--- src/rtl/acc_pkg.sv ---
package acc_pkg;

    localparam int ADDR_W = 12;
    localparam int WORD_W = 16;
    localparam int STEP_W = 4;
    localparam int MAX_STEPS = 10;

    typedef enum logic [2:0] {
        OP_AND = 3'd0,
        OP_ADD = 3'd1,
        OP_LDA = 3'd2,
        OP_STA = 3'd3,
        OP_BRA = 3'd4,
        OP_NP5 = 3'd5,
        OP_NP6 = 3'd6,
        OP_HLT = 3'd7
    } opc_e;

    typedef struct packed {
        logic              ind;
        opc_e              op;
        logic [ADDR_W-1:0] addr;
    } instr_t;

    typedef enum logic [3:0] {
        ST_F0, ST_F1, ST_F2, ST_F3, ST_DEC,
        ST_IND1, ST_IND2, ST_EX0, ST_EX1, ST_EX2,
        ST_INT0, ST_INT1, ST_HALT
    } step_e;

    typedef struct packed {
        logic ar_from_pc;
        logic ar_from_ir;
        logic ar_from_rd;
        logic ar_clr;
        logic pc_inc;
        logic pc_from_ar;
        logic pc_one;
        logic dr_from_rd;
        logic ir_from_dr;
        logic ac_load;
        logic tr_from_pc;
        logic wr_en;
        logic wr_sel_tr;
        logic ien_clr;
    } ctl_t;

    function automatic logic needs_operand(opc_e op);
        return (op == OP_AND) || (op == OP_ADD) || (op == OP_LDA);
    endfunction

endpackage

--- src/rtl/acc_alu.sv ---
module acc_alu
    import acc_pkg::*;
(
    input  opc_e              op,
    input  logic [WORD_W-1:0] ac,
    input  logic [WORD_W-1:0] opnd,
    input  logic              e_in,
    output logic [WORD_W-1:0] ac_nx,
    output logic              e_nx
);
    logic [WORD_W:0] sum;

    always_comb begin
        sum   = {1'b0, ac} + {1'b0, opnd};
        ac_nx = ac;
        e_nx  = e_in;
        case (op)
            OP_AND: ac_nx = ac & opnd;
            OP_ADD: begin
                ac_nx = sum[WORD_W-1:0];
                e_nx  = sum[WORD_W];
            end
            OP_LDA: ac_nx = opnd;
            default: ;
        endcase
    end
endmodule

--- src/rtl/acc_ctrl.sv ---
module acc_ctrl
    import acc_pkg::*;
(
    input  logic  clk,
    input  logic  rst,
    input  logic  ind,
    input  opc_e  op,
    input  logic  irq_req,
    input  logic  ien,
    output step_e state,
    output ctl_t  ctl,
    output logic  halted
);
    step_e             nxt;
    logic              done;
    logic [STEP_W-1:0] sc;

    always_comb begin
        ctl  = '0;
        nxt  = state;
        done = 1'b0;
        case (state)
            ST_F0:   begin ctl.ar_from_pc = 1'b1; nxt = ST_F1; end
            ST_F1:   begin ctl.pc_inc     = 1'b1; nxt = ST_F2; end
            ST_F2:   begin ctl.dr_from_rd = 1'b1; nxt = ST_F3; end
            ST_F3:   begin ctl.ir_from_dr = 1'b1; nxt = ST_DEC; end
            ST_DEC: begin
                ctl.ar_from_ir = 1'b1;
                if (op == OP_HLT) nxt = ST_HALT;
                else if (ind)     nxt = ST_IND1;
                else              nxt = ST_EX0;
            end
            ST_IND1: nxt = ST_IND2;
            ST_IND2: begin ctl.ar_from_rd = 1'b1; nxt = ST_EX0; end
            ST_EX0: begin
                if (needs_operand(op)) nxt = ST_EX1;
                else                   done = 1'b1;
                if (op == OP_STA) ctl.wr_en      = 1'b1;
                if (op == OP_BRA) ctl.pc_from_ar = 1'b1;
            end
            ST_EX1:  begin ctl.dr_from_rd = 1'b1; nxt = ST_EX2; end
            ST_EX2:  begin ctl.ac_load = 1'b1; done = 1'b1; end
            ST_INT0: begin ctl.ar_clr = 1'b1; ctl.tr_from_pc = 1'b1; nxt = ST_INT1; end
            ST_INT1: begin
                ctl.wr_en     = 1'b1;
                ctl.wr_sel_tr = 1'b1;
                ctl.pc_one    = 1'b1;
                ctl.ien_clr   = 1'b1;
                nxt           = ST_F0;
            end
            default: nxt = ST_HALT;
        endcase
        if (done) nxt = (irq_req && ien) ? ST_INT0 : ST_F0;
    end

    always_ff @(posedge clk) begin
        if (rst) begin
            state <= ST_F0;
            sc    <= '0;
        end else begin
            state <= nxt;
            if (nxt == ST_F0 || nxt == ST_INT0 || state == ST_HALT) sc <= '0;
            else                                                     sc <= sc + 1'b1;
        end
    end

    assign halted = (state == ST_HALT);

    // every fetch begins with the step counter at zero
    p_fetch_sc_zero_r2: assert property (@(posedge clk) disable iff (rst)
        (state == ST_F0) |-> (sc == '0));
    // no instruction, even indirect, runs past the longest step sequence
    p_sc_bound_r6: assert property (@(posedge clk) disable iff (rst)
        (sc < STEP_W'(MAX_STEPS)));
    // halt is sticky and silent
    p_halt_hold_r9: assert property (@(posedge clk) disable iff (rst)
        halted |=> (halted && !ctl.wr_en));
endmodule

--- src/rtl/acc_seq_core.sv ---
module acc_seq_core
    import acc_pkg::*;
(
    input  logic              clk,
    input  logic              rst,
    output logic [ADDR_W-1:0] mem_addr,
    output logic              mem_we,
    output logic [WORD_W-1:0] mem_wdata,
    input  logic [WORD_W-1:0] mem_rdata,
    input  logic              irq_req,
    output logic              halted
);
    logic [ADDR_W-1:0] pc, ar;
    instr_t            ir;
    logic [WORD_W-1:0] dr, ac, tr, alu_ac;
    logic              e_flag, alu_e, ien;
    step_e             state;
    ctl_t              ctl;

    acc_ctrl u_ctrl (
        .clk     (clk),
        .rst     (rst),
        .ind     (ir.ind),
        .op      (ir.op),
        .irq_req (irq_req),
        .ien     (ien),
        .state   (state),
        .ctl     (ctl),
        .halted  (halted)
    );

    acc_alu u_alu (
        .op    (ir.op),
        .ac    (ac),
        .opnd  (dr),
        .e_in  (e_flag),
        .ac_nx (alu_ac),
        .e_nx  (alu_e)
    );

    always_ff @(posedge clk) begin
        if (rst) begin
            pc     <= '0;
            ar     <= '0;
            ir     <= '0;
            dr     <= '0;
            ac     <= '0;
            tr     <= '0;
            e_flag <= 1'b0;
            ien    <= 1'b1;
        end else begin
            if (ctl.ar_from_pc) ar <= pc;
            if (ctl.ar_from_ir) ar <= ir.addr;
            if (ctl.ar_from_rd) ar <= mem_rdata[ADDR_W-1:0];
            if (ctl.ar_clr)     ar <= '0;
            if (ctl.pc_inc)     pc <= pc + 1'b1;
            if (ctl.pc_from_ar) pc <= ar;
            if (ctl.pc_one)     pc <= ADDR_W'(1);
            if (ctl.dr_from_rd) dr <= mem_rdata;
            if (ctl.ir_from_dr) ir <= instr_t'(dr);
            if (ctl.ac_load) begin
                ac     <= alu_ac;
                e_flag <= alu_e;
            end
            if (ctl.tr_from_pc) tr <= WORD_W'(pc);
            if (ctl.ien_clr)    ien <= 1'b0;
        end
    end

    assign mem_addr  = ar;
    assign mem_we    = ctl.wr_en;
    assign mem_wdata = ctl.wr_sel_tr ? tr : ac;

    // PC advances by one during the memory-read step of fetch
    p_pc_inc_r2: assert property (@(posedge clk) disable iff (rst)
        (state == ST_F1) |=> (pc == $past(pc) + 1'b1));
    // interrupt entry leaves PC at 1 with the enable cleared
    p_int_vector_r10: assert property (@(posedge clk) disable iff (rst)
        (state == ST_INT1) |=> ((pc == ADDR_W'(1)) && !ien));
    // once cleared, the enable stays cleared until reset
    p_ien_stays_r11: assert property (@(posedge clk) disable iff (rst)
        !ien |=> !ien);
    // the interrupt write targets word 0
    p_int_addr_r10: assert property (@(posedge clk) disable iff (rst)
        (state == ST_INT1) |-> (mem_we && (mem_addr == '0)));
endmodule

--- config.mk ---
export PLATFORM = sky130hd
export DESIGN_NAME = acc_seq_core
export DESIGN_NICKNAME = d
export VERILOG_FILES = /design/src/rtl/acc_pkg.sv /design/src/rtl/acc_alu.sv /design/src/rtl/acc_ctrl.sv /design/src/rtl/acc_seq_core.sv
export SDC_FILE = /design/constraint.sdc
export NUM_CORES = 1
export LEC_CHECK = 0
export BUFFER_PORTS_ARGS = -buffer_cell sky130_fd_sc_hd__buf_4
export CAP_MARGIN = 25
export CELL_PAD_IN_SITES_DETAIL_PLACEMENT = 0
export CELL_PAD_IN_SITES_GLOBAL_PLACEMENT = 1
export CORE_AREA = 2 2 116 118
export DETAILED_ROUTE_END_ITERATION = 8
export DIE_AREA = 0 0 118 120
export HOLD_SLACK_MARGIN = 0.12
export PLACE_DENSITY_LB_ADDON = 0.2
export SETUP_SLACK_MARGIN = 0.4
export SYNTH_ARGS = -nofsm -noshare
export SYNTH_HDL_FRONTEND = slang
export SYNTH_SLANG_ARGS = --single-unit
--- constraint.sdc ---
create_clock -name clk -period 2.1 [get_ports clk]
set_input_delay 0.105 -clock clk [delete_from_list [all_inputs] [get_ports clk]]
set_output_delay 0.105 -clock clk [all_outputs]
set_load 0.005 [all_outputs]
==> reports/qor.yml <==
fin_skew_ns: 0.005054
gp_congestion: 0.8231
diodes: 0
vias: 4847
setup-violations-final: 0
htree_levels: 3
synth_edf_count: 0
start_util: 0.3867
ys_ff_latch: 89
ios: 49
fmax_mhz: 510.1
area_growth_pct: 37.29
syn_inst: 629
finalHoldViolations: 0
seq_area_sq_um: 1828
p_seq_frac: 0.443
synthArstFlopShare: 0
hold_class: "in2reg"
path_max_fanout: 4
finalCritPeriodShare: 0.9336
slew_headroom: 0.6553
yosys_warnings: 0
syn_area_per_cell_sq_um: 7.981
post_drt_via_cell_ratio: 5.392
grt-ovfl-total: 0
maxCapViolations: 0
final_common_cell: "buf_4"
clk_pin_slew_ns: 0.07
antenna_found_initial: 0
remaining_drc_errors: 0
grt_pass1_wl_microns: 25110
wl_per_cell_microns: 17.40
drive_above_1_share: 0.3154
route.final.wire_length_microns: 15640
core_sq_um: 12980
cts_buffers: 9
fin_crit_ns: 1.961
endpoint_kind: "flip-flop"
rsz0062_at_grt: "yes"
clock_path_buffers: 2
tightest_slew_ns: 0.5159
drt-initial-drc-count: 302
cts_tree: "done"
criticalPathCategory: "reg2reg"
grt_pass1_vias: 4737
port_buffers: 48
finalPower_mw: 4.054
dieArea_sq_um: 14160
cts_root_buf: "clkbuf_16"
slew_violations: 0
drt.antenna.violating_nets: 0
p_sw_mw: 1.078
start_kind: "flip-flop"
die_y_microns: 120
clkSinkCount: 89
layout_common_cells: "91 x buf_4, 77 x nand2_1, 70 x a21oi_1"
ys_types: 64
r2r_slack_ns: 0.14
syn-num-nets: 666
nNetsFinal: 755
clock_latency_ns: 0.35
fp-row-count: 42
cp.required_ns: 2.36
p_per_area_nw_per_um2: 588.2
synthFlopType: "dfxtp_1"
drt_pass1_iterations: 4
pwr-share-comb: 0.133
grt_max_degree: 43
swShare: 0.2659
syn-cell-area_sq_um: 5020
ir_drop_mv: 0.3753
track_usage: 0.2227
fillers: 1227
dp_hpwl_microns: 10700
synth-seq-area-share: 0.3549
multi_input_area_sq_um: 3426
setup_tns_ns: 0
p_int_mw: 2.976
cp.arrival_ns: 2.22
finalInstanceArea_sq_um: 6892
status: "completed"
place_area_sq_um: 5769
die_w_microns: 118
power.share.clock: 0.424
leakagePower_nw: 2.635
## metal layers
layer / vias up / part of all wire / track usage
met5: - / 0 / 0
met4: 0 / 0.014 / 0.07304
met3: 13 / 0.041 / 0.02376
met2: 105 / 0.47 / 0.3601
met1: 2286 / 0.48 / 0.3109
li1: 2443 / - / -
## final timing paths
check / cells after the start / startpoint / to
worst min register to register: 2 / tr[7] / tr[7]
worst max-delay path: 5 / dr[4] / ac[11]
worst min-delay path: 2 / rst / dr[11]
worst max register to register: 5 / dr[4] / ac[11]
## cell type report
class,instances,area share
clock buffers,11,0.03667
clock inverters,5,0.009078
repair buffers,123,0.1541
multi-input cells,485,0.4971
flip-flops and latches,89,0.2653
well taps,176,0.03195
inverters,10,0.005810
## power groups by stage
stage	sequential (mW)	combinational (mW)	clock, mW
after floorplan	1.81	0.293	0
after global placement	1.83	0.431	0
after detailed placement	1.83	0.437	0
after CTS	1.79	0.498	1.74
after global routing	1.80	0.587	1.82
final	1.80	0.540	1.72
## flip-flops by register name (all words and copies together) (netlist names)
signal	flops
ac	16
dr	16
ien	1
ir	16
mem_addr	12
pc	12
tr	12
u_ctrl.state	4
## per-stage QoR
stage / utilization / hold slack, ns / instances / worst slack, ns
after detailed placement: 0.4445 / 0.3453 / 842 / 0.06880
after floorplan: - / 0.2488 / 629 / 0.2667
after global routing: 0.5309 / 0.1659 / 899 / 0.07172
after CTS: 0.5098 / 0.1473 / 890 / 0.1664
after global placement: 0.4445 / 0.3357 / 842 / 0.1012
final: 0.5309 / 0.1481 / 899 / 0.1394
## cell usage after synthesis, types with 6 or more instances
cell,instances,area (sq um)
a211oi_1,18,135.1
a21o_1,14,105.1
a21oi_1,76,380.4
a311oi_1,6,52.55
a31oi_1,8,50.05
and2_1,6,37.54
buf_2,18,90.09
clkbuf_1,22,82.58
dfxtp_1,89,1782
ha_1,17,212.7
inv_1,9,33.78
mux2_2,12,135.1
mux2i_1,30,300.3
nand2_1,79,296.5
nand3_1,10,50.05
nor2_1,71,266.5
nor2b_1,6,37.54
nor3_1,19,95.09
o21ai_0,31,155.2
## logic make-up (layout without fill, tap and decap cells)
group	count (synthesis)	after routing	synth area share
AO/OA/AOI/OAI	188	188	0.2323
multiplexers	42	42	0.08674
flip-flops	89	89	0.3549
adder cells (fa/ha/maj)	18	18	0.04636
AND/OR/NAND/NOR	228	228	0.2154
XOR/XNOR	9	9	0.01570
buffers and inverters	55	149	0.04860
## timing repair
item                                    4_1_cts  5_1_grt
pin swaps                                    17       15
endpoints found under the setup margin       63       59
hold endpoints to repair                     18        0
setup buffers                                14        8
gates cloned                                  1        1
gates resized for setup                      59       55
hold buffers                                 17        0
## worst max-delay path, stage by stage, from the launching register on
cell,delay [ns]
dfxtp_4,0.37
ha_4,0.29
nand2_1,0.12
o31a_1,0.35
or4_1,0.49
a311oi_2,0.25
Note: power is estimated with default switching activity, not from simulation.
